`src/rtl/dpba_pkg.sv`:
```
package dpba_pkg;
  typedef enum logic {
    PORT_A = 1'b0,
    PORT_B = 1'b1
  } port_e;

  localparam int NPORTS = 2;
endpackage

```
`src/rtl/dpba_collide.sv`:
```
module dpba_collide #(
  parameter int ADDR_W = 14
) (
  input  logic              a_en,
  input  logic              b_en,
  input  logic [ADDR_W-1:0] a_addr,
  input  logic [ADDR_W-1:0] b_addr,
  output logic              hit
);
  // A collision needs both selects and a full-width address match.
  always_comb hit = a_en && b_en && (a_addr == b_addr);
endmodule

```
`src/rtl/dpba_grant_track.sv`:
```
module dpba_grant_track
  import dpba_pkg::*;
#(
  parameter int ADDR_W = 14
) (
  input  logic              clk,
  input  logic              rst_n,
  input  logic              a_en,
  input  logic              b_en,
  input  logic [ADDR_W-1:0] a_addr,
  input  logic [ADDR_W-1:0] b_addr,
  input  logic              hit,
  output port_e             winner
);
  logic              prev_a_en, prev_b_en, prev_hit;
  logic [ADDR_W-1:0] prev_a_addr, prev_b_addr;
  port_e             prev_win;
  logic              a_held, b_held, carry_on;

  always_comb begin
    a_held   = prev_a_en && (prev_a_addr == a_addr);
    b_held   = prev_b_en && (prev_b_addr == b_addr);
    // Last cycle collided, and this cycle still sits at that same location.
    carry_on = prev_hit && a_held;
    if (carry_on)    winner = prev_win;
    else if (a_held) winner = PORT_A;
    else if (b_held) winner = PORT_B;
    else             winner = PORT_A;   // fixed tie-break for a fresh collision
  end

  always_ff @(posedge clk or negedge rst_n) begin
    if (!rst_n) begin
      prev_a_en   <= 1'b0;
      prev_b_en   <= 1'b0;
      prev_hit    <= 1'b0;
      prev_a_addr <= '0;
      prev_b_addr <= '0;
      prev_win    <= PORT_A;
    end else begin
      prev_a_en   <= a_en;
      prev_b_en   <= b_en;
      prev_hit    <= hit;
      prev_a_addr <= a_addr;
      prev_b_addr <= b_addr;
      prev_win    <= hit ? winner : PORT_A;
    end
  end
endmodule

```
`src/rtl/dpba_wr_gate.sv`:
```
module dpba_wr_gate (
  input  logic master_mode,
  input  logic en,
  input  logic wr,
  input  logic arb_busy,
  input  logic inhibit_n,
  output logic busy_eff,
  output logic we
);
  // Master: the local arbitration decides. Slave: the external pin decides.
  always_comb begin
    busy_eff = master_mode ? arb_busy : !inhibit_n;
    we       = en && wr && !busy_eff;
  end
endmodule

```
`src/rtl/dp_busy_arbiter.sv`:
```
module dp_busy_arbiter
  import dpba_pkg::*;
#(
  parameter int ADDR_W = 14
) (
  input  logic              clk,
  input  logic              rst_n,
  input  logic              master_mode,
  input  logic              a_en,
  input  logic [ADDR_W-1:0] a_addr,
  input  logic              a_wr,
  input  logic              b_en,
  input  logic [ADDR_W-1:0] b_addr,
  input  logic              b_wr,
  input  logic              a_busy_n_i,
  input  logic              b_busy_n_i,
  output logic              a_busy_n_o,
  output logic              b_busy_n_o,
  output logic              a_we_o,
  output logic              b_we_o,
  output logic              any_busy_o
);
  logic              hit;
  port_e             winner;
  logic [NPORTS-1:0] en_v, wr_v, inh_n_v, arb_busy_v, busy_eff_v, we_v;

  dpba_collide #(.ADDR_W(ADDR_W)) u_collide (
    .a_en(a_en), .b_en(b_en), .a_addr(a_addr), .b_addr(b_addr), .hit(hit)
  );

  dpba_grant_track #(.ADDR_W(ADDR_W)) u_track (
    .clk(clk), .rst_n(rst_n), .a_en(a_en), .b_en(b_en),
    .a_addr(a_addr), .b_addr(b_addr), .hit(hit), .winner(winner)
  );

  always_comb begin
    en_v          = {b_en, a_en};
    wr_v          = {b_wr, a_wr};
    inh_n_v       = {b_busy_n_i, a_busy_n_i};
    arb_busy_v[0] = hit && (winner == PORT_B);
    arb_busy_v[1] = hit && (winner == PORT_A);
  end

  for (genvar p = 0; p < NPORTS; p++) begin : g_port
    dpba_wr_gate u_gate (
      .master_mode(master_mode), .en(en_v[p]), .wr(wr_v[p]),
      .arb_busy(arb_busy_v[p]), .inhibit_n(inh_n_v[p]),
      .busy_eff(busy_eff_v[p]), .we(we_v[p])
    );
  end

  always_comb begin
    a_busy_n_o = master_mode ? !arb_busy_v[0] : 1'b1;
    b_busy_n_o = master_mode ? !arb_busy_v[1] : 1'b1;
    a_we_o     = we_v[0];
    b_we_o     = we_v[1];
    any_busy_o = |busy_eff_v;
  end
endmodule

```
`config.mk`:
```
export PLATFORM = sky130hd
export DESIGN_NAME = dp_busy_arbiter
export DESIGN_NICKNAME = d
export VERILOG_FILES = /design/src/rtl/dpba_pkg.sv /design/src/rtl/dpba_collide.sv /design/src/rtl/dpba_grant_track.sv /design/src/rtl/dpba_wr_gate.sv /design/src/rtl/dp_busy_arbiter.sv
export SDC_FILE = /design/constraint.sdc
export NUM_CORES = 1
export LEC_CHECK = 0
export BUFFER_PORTS_ARGS = -buffer_cell sky130_fd_sc_hd__buf_4
export CORE_ASPECT_RATIO = 0.9
export CORE_MARGIN = 4
export CORE_UTILIZATION = 40
export DETAILED_ROUTE_END_ITERATION = 10
export PLACE_DENSITY = 0.76
export SYNTH_ARGS = -nofsm -noshare
export SYNTH_HDL_FRONTEND = slang
export SYNTH_SLANG_ARGS = --single-unit
```
`constraint.sdc`:
```
create_clock -name clk -period 3 [get_ports clk]
set_clock_uncertainty 0.15 [all_clocks]
set_input_delay 0.3 -clock clk [delete_from_list [all_inputs] [get_ports clk]]
set_output_delay 0.3 -clock clk [all_outputs]
set_load 0.005 [all_outputs]
```
# == After elaboration in Yosys (flattened, before gate mapping) ==
# Index checks and enable logic that the tools add are counted.
# word_totals
word_cells,36
regBits,32
in_bits,37
# classes
reduce_logical,18
n_mux,8
bitwise,1
eq_ne,3
# ops
cell,count
$eq A14 B14 Y1,3
$logic_and A1 B1 Y1,11
$mux W1,8
$logic_not A1 Y1,6
$reduce_or A2 Y1,1
$not A1 Y1,1

# == Longest topological paths before layout ==
# depth
word_depth,10
mapped_depth,6

# == By module ==
# From an unflattened synthesis, not the netlist that was laid out.
# hier_totals
hier_cells,104
hier_area_um2,1362.6
# by_module_without_submodules
mod,area_per_inst_um2,cells_each,instances
dpba_grant_track,1127.3,73,1
dpba_collide,163.9,20,1
dpba_wr_gate,20.0,3,2
dp_busy_arbiter,31.3,5,1

# == Least setup slack after synthesis ==
# OpenSTA, ideal clock, no wires.
# synth_path
path_type,input to output
from,in b_addr[2]
to,out b_we_o
t_required_ns,2.550
path_slack_ns,0.780
stages,6
n_path_buf,0
arrival_ns,1.770
path_cell_list,xor2_1 or4_1 or4_4 clkinv_2 and2_2 a21oi_1
# synth_between
word_cells_on_any_way,12
classes_between,2 x eq/ne; 4 x mux; 1 x bitwise; 5 x reduce/logical
# synth_rtl
item,line_no,text
"start, declared",dp_busy_arbiter.sv:13,"input logic [ADDR_W-1:0] b_addr,"
$eq A14 B14 Y1,dpba_collide.sv:11,always_comb hit = a_en && b_en && (a_addr == b_addr);
$logic_and A1 B1 Y1,dpba_collide.sv:11,
net hit,dp_busy_arbiter.sv:23,logic hit;
$logic_and A1 B1 Y1,dp_busy_arbiter.sv:41,arb_busy_v[1] = hit && (winner == PORT_A);
$mux W1,dpba_wr_gate.sv:12,busy_eff = master_mode ? arb_busy : !inhibit_n;
$logic_not A1 Y1,dpba_wr_gate.sv:13,we = en && wr && !busy_eff;
$logic_and A1 B1 Y1,dpba_wr_gate.sv:13,
"end, declared",dp_busy_arbiter.sv:20,"output logic b_we_o,"
# The timed path passes the listed nets, and every way through them passes these cells.

# == Worst setup path after layout ==
# layout_path
from,in b_addr[8]
to,out b_we_o
# Same word-level chain as after synthesis.

==> impl_metrics.csv <==
group,metric,value,unit
run_status,status,"complete, no violations",
setup_path,timing.rr.start,"u_track.prev_b_addr[5]",
pwr,p_comb_share,16.4,%
global_routing,antenna_found_initial,0,
job,maxCapViolCount,0,
clock_tree,cts_resized,0,
pwr,intPower,697.8,uW
clock_tree,cts.path.max_buffers,2,
setup_path,worst_setup_path_start_kind,"primary input",
synthesis,postSynthAreaPerCell,12.93,um^2
pwr,power.switching,211.1,uW
timing,fin_crit,2.881,ns
setup_path,ff2ff_path_depth,5,
synthesis,ys_seq_area_share,58.99,%
timing,worst_pin_slew,0.3948,ns
setup_path,cp.required,2.55,ns
global_routing,grt_usage,15.11,%
clock_tree,h-tree-depth,2,
setup_path,end_kind,"primary output",
final_layout,antenna_cells,0,
global_routing,grt_first_pass_wirelength,5037,um
synthesis,post-synth-top-count-cell,"xnor2_1",
timing,finalHoldViolations,0,
synthesis,synth.cell_area,0.001358,mm^2
final_layout,final_net_count,207,
pwr,power.share.clock,32.9,%
synthesis,synth.area.top_cells,"dfrtp_1 (59%), xnor2_1 (25%), nand4_1 (3.7%)",
global_routing,grt_pass1_vias,1092,
hold_path,hold_path.startpoint,"a_addr[11]",
synthesis,synth-main-ff-cell,"dfrtp_1",
floorplanning,io_pins,42,
synthesis,yosysTopAreaCell,"dfrtp_1",
drt,avgViaCountPerCell,4.637,
timing,timing.hold.ws,0.01241,ns
final_layout,fin_area,0.001966,mm^2
timing,grt_setup_unrepaired,"no",
drt,drt_iter0_drc,26,
hold_path,hp-class,"in -> reg",
timing,setup_viol,0,
synthesis,synth_fp_nets,142,
floorplanning,num_rows,19,
pwr,sw_frac_of_total,23.23,%
synthesis,synth_edf_count,0,
floorplanning,die_w,69.41,um
hold_path,hold_end,"u_track.prev_a_addr[11]",
synthesis,yosysWarnings,0,
global_routing,gr-total-overflow,0,
timing,final.setup.tns,0,ns
clock_tree,clock_sinks,32,
hold_path,hold_depth,1,
clock_tree,cts_tree,"yes",
placed_design,place_area,0.001718,mm^2
synthesis,synthArstFlopShare,100.0,%
synthesis,ys_ff_latch,32,
final_layout,drive_above_1_share,30.00,%
clock_tree,numCtsBuffers,5,
setup_path,reg2reg_to,"u_track.prev_win",
clock_tree,clk_pin_slew,0.06,ns
final_layout,fin_util,62.17,%
clock_tree,clkLatencyLatePin,0.28,ns
drt,drc,0,
placed_design,gp_congestion,0.7339,
setup_path,critPathKind,"in -> out",
synthesis,ys_top_cells_by_count,"xnor2_1 (39), dfrtp_1 (32), nand4_1 (8)",
floorplanning,die-area,0.004391,mm^2
drt,wl_per_cell,14.36,um
drt,first_pass_iters,4,
floorplanning,initial_core_util,42.94,%
placed_design,dpl.hpwl,2328,um
final_layout,area_delta_synth_final,44.79,%
drt,routed_wl,3044,um
setup_path,ff2ff_setup_slack,1.21,ns
pwr,seq_power_share,50.8,%
clock_tree,cts_root_buf,"clkbuf_8",
timing,slew_headroom,73.68,%
floorplanning,die_h,63.27,um
synthesis,ys_types,18,
global_routing,grt_max_degree,33,
timing,drv_slew,0,
drt,num_vias,983,
pwr,total_power,908.9,uW
placed_design,port_buffers,41,
timing,fmax,0.3471,GHz
floorplanning,core,0.003162,mm^2
setup_path,arrival,2.43,ns
timing,finalCritPeriodShare,96.03,%
pwr,irDropWorstVdd,0.0003558,V
synthesis,synthDominantCellAreaShare,58.99,%
synthesis,postSynthCellCount,105,
pwr,leakage,0.0008280,uW
drt,final_antenna_net_count,0,
setup_path,crit_fanout,3,
pwr,power.density,462.4,mW/mm^2
## area by class of cell
class	count	area, um^2
clock buffer	6	72.57
clock inverter	1	5.005
fill	248	1196
inverter	1	5.005
multi-input combinational	72	551.8
sequential	32	800.8
tap	42	52.55
timing repair buffer	58	478.0
## worst max-delay path by stage
stage	from	to	slack (ns)	cells past startpoint
final	b_addr[8]	b_we_o	0.12	9
after global routing	b_addr[8]	b_we_o	0.02	9
after CTS	b_en	b_we_o	0.07	9
after detailed placement	b_addr[2]	b_we_o	0.45	8
after global placement	b_addr[2]	b_we_o	0.49	8
after floorplan	b_addr[2]	b_we_o	0.78	6
## logic make-up after synthesis
group                  share of synthesized area [%]
multiplexers                                  0.8294
XOR/XNOR                                       27.10
buffers and inverters                         0.3683
AND/OR/NAND/NOR                                10.14
flip-flops                                     58.99
AO/OA/AOI/OAI                                  2.581
## registers in the layout, indices dropped and copies added (netlist names)
| name | count |
|---|---|
| u_track.prev_a_addr | 14 |
| u_track.prev_a_en | 1 |
| u_track.prev_b_addr | 14 |
| u_track.prev_b_en | 1 |
| u_track.prev_hit | 1 |
| u_track.prev_win | 1 |
## power groups by stage
stage               combinational [uW]  clock [uW]  sequential (uW)
floorplan                         55.5           0              468
global placement                   130           0              468
detailed placement                 133           0              469
CTS                                144         311              462
global route                       163         332              462
finish                             149         299              462
## layout by cell type, fill, tap and decap left out, types with 2 or more instances in the layout
| cell type | n |
|---|---|
| buf_4 | 41 |
| xnor2_1 | 39 |
| dfrtp_1 | 32 |
| dlygate4sd3_1 | 17 |
| nand4_1 | 8 |
| nand2_1 | 5 |
| clkbuf_8 | 5 |
| xor2_1 | 3 |
| nand3_1 | 3 |
| or4_1 | 2 |
| clkinv_2 | 2 |
| nor2_1 | 2 |
| a21oi_1 | 2 |
## metrics by stage
| stage | std cells | worst slack [ns] |
|---|---|---|
| after floorplan | 105 | 0.7796 |
| after global placement | 188 | 0.4900 |
| after detailed placement | 188 | 0.4482 |
| after CTS | 206 | 0.07277 |
| after global routing | 212 | 0.01541 |
| final | 212 | 0.1191 |
## timing repair
item / 4_1_cts / 5_1_grt
hold buffers: 11 / 6
setup endpoints to repair: 0 / 3
setup buffers: 0 / 0
hold endpoints to repair: 42 / 6
## per-layer routing
metal / track usage [%] / share of wire, %
met5: 0 / 0
met2: 23.33 / 50
met4: 9.756 / 2.2
met3: 5.087 / 5.0
met1: 17.97 / 42
## critical path: stages
cell and delay (ns):
dlygate4sd3_1 0.54, buf_4 0.15, xor2_1 0.15, or4_1 0.39, or4_4 0.44, clkinv_2 0.08, and2_2 0.17, a21oi_1 0.08
buf_4 0.14
Note: power is estimated with default switching activity, not from simulation.
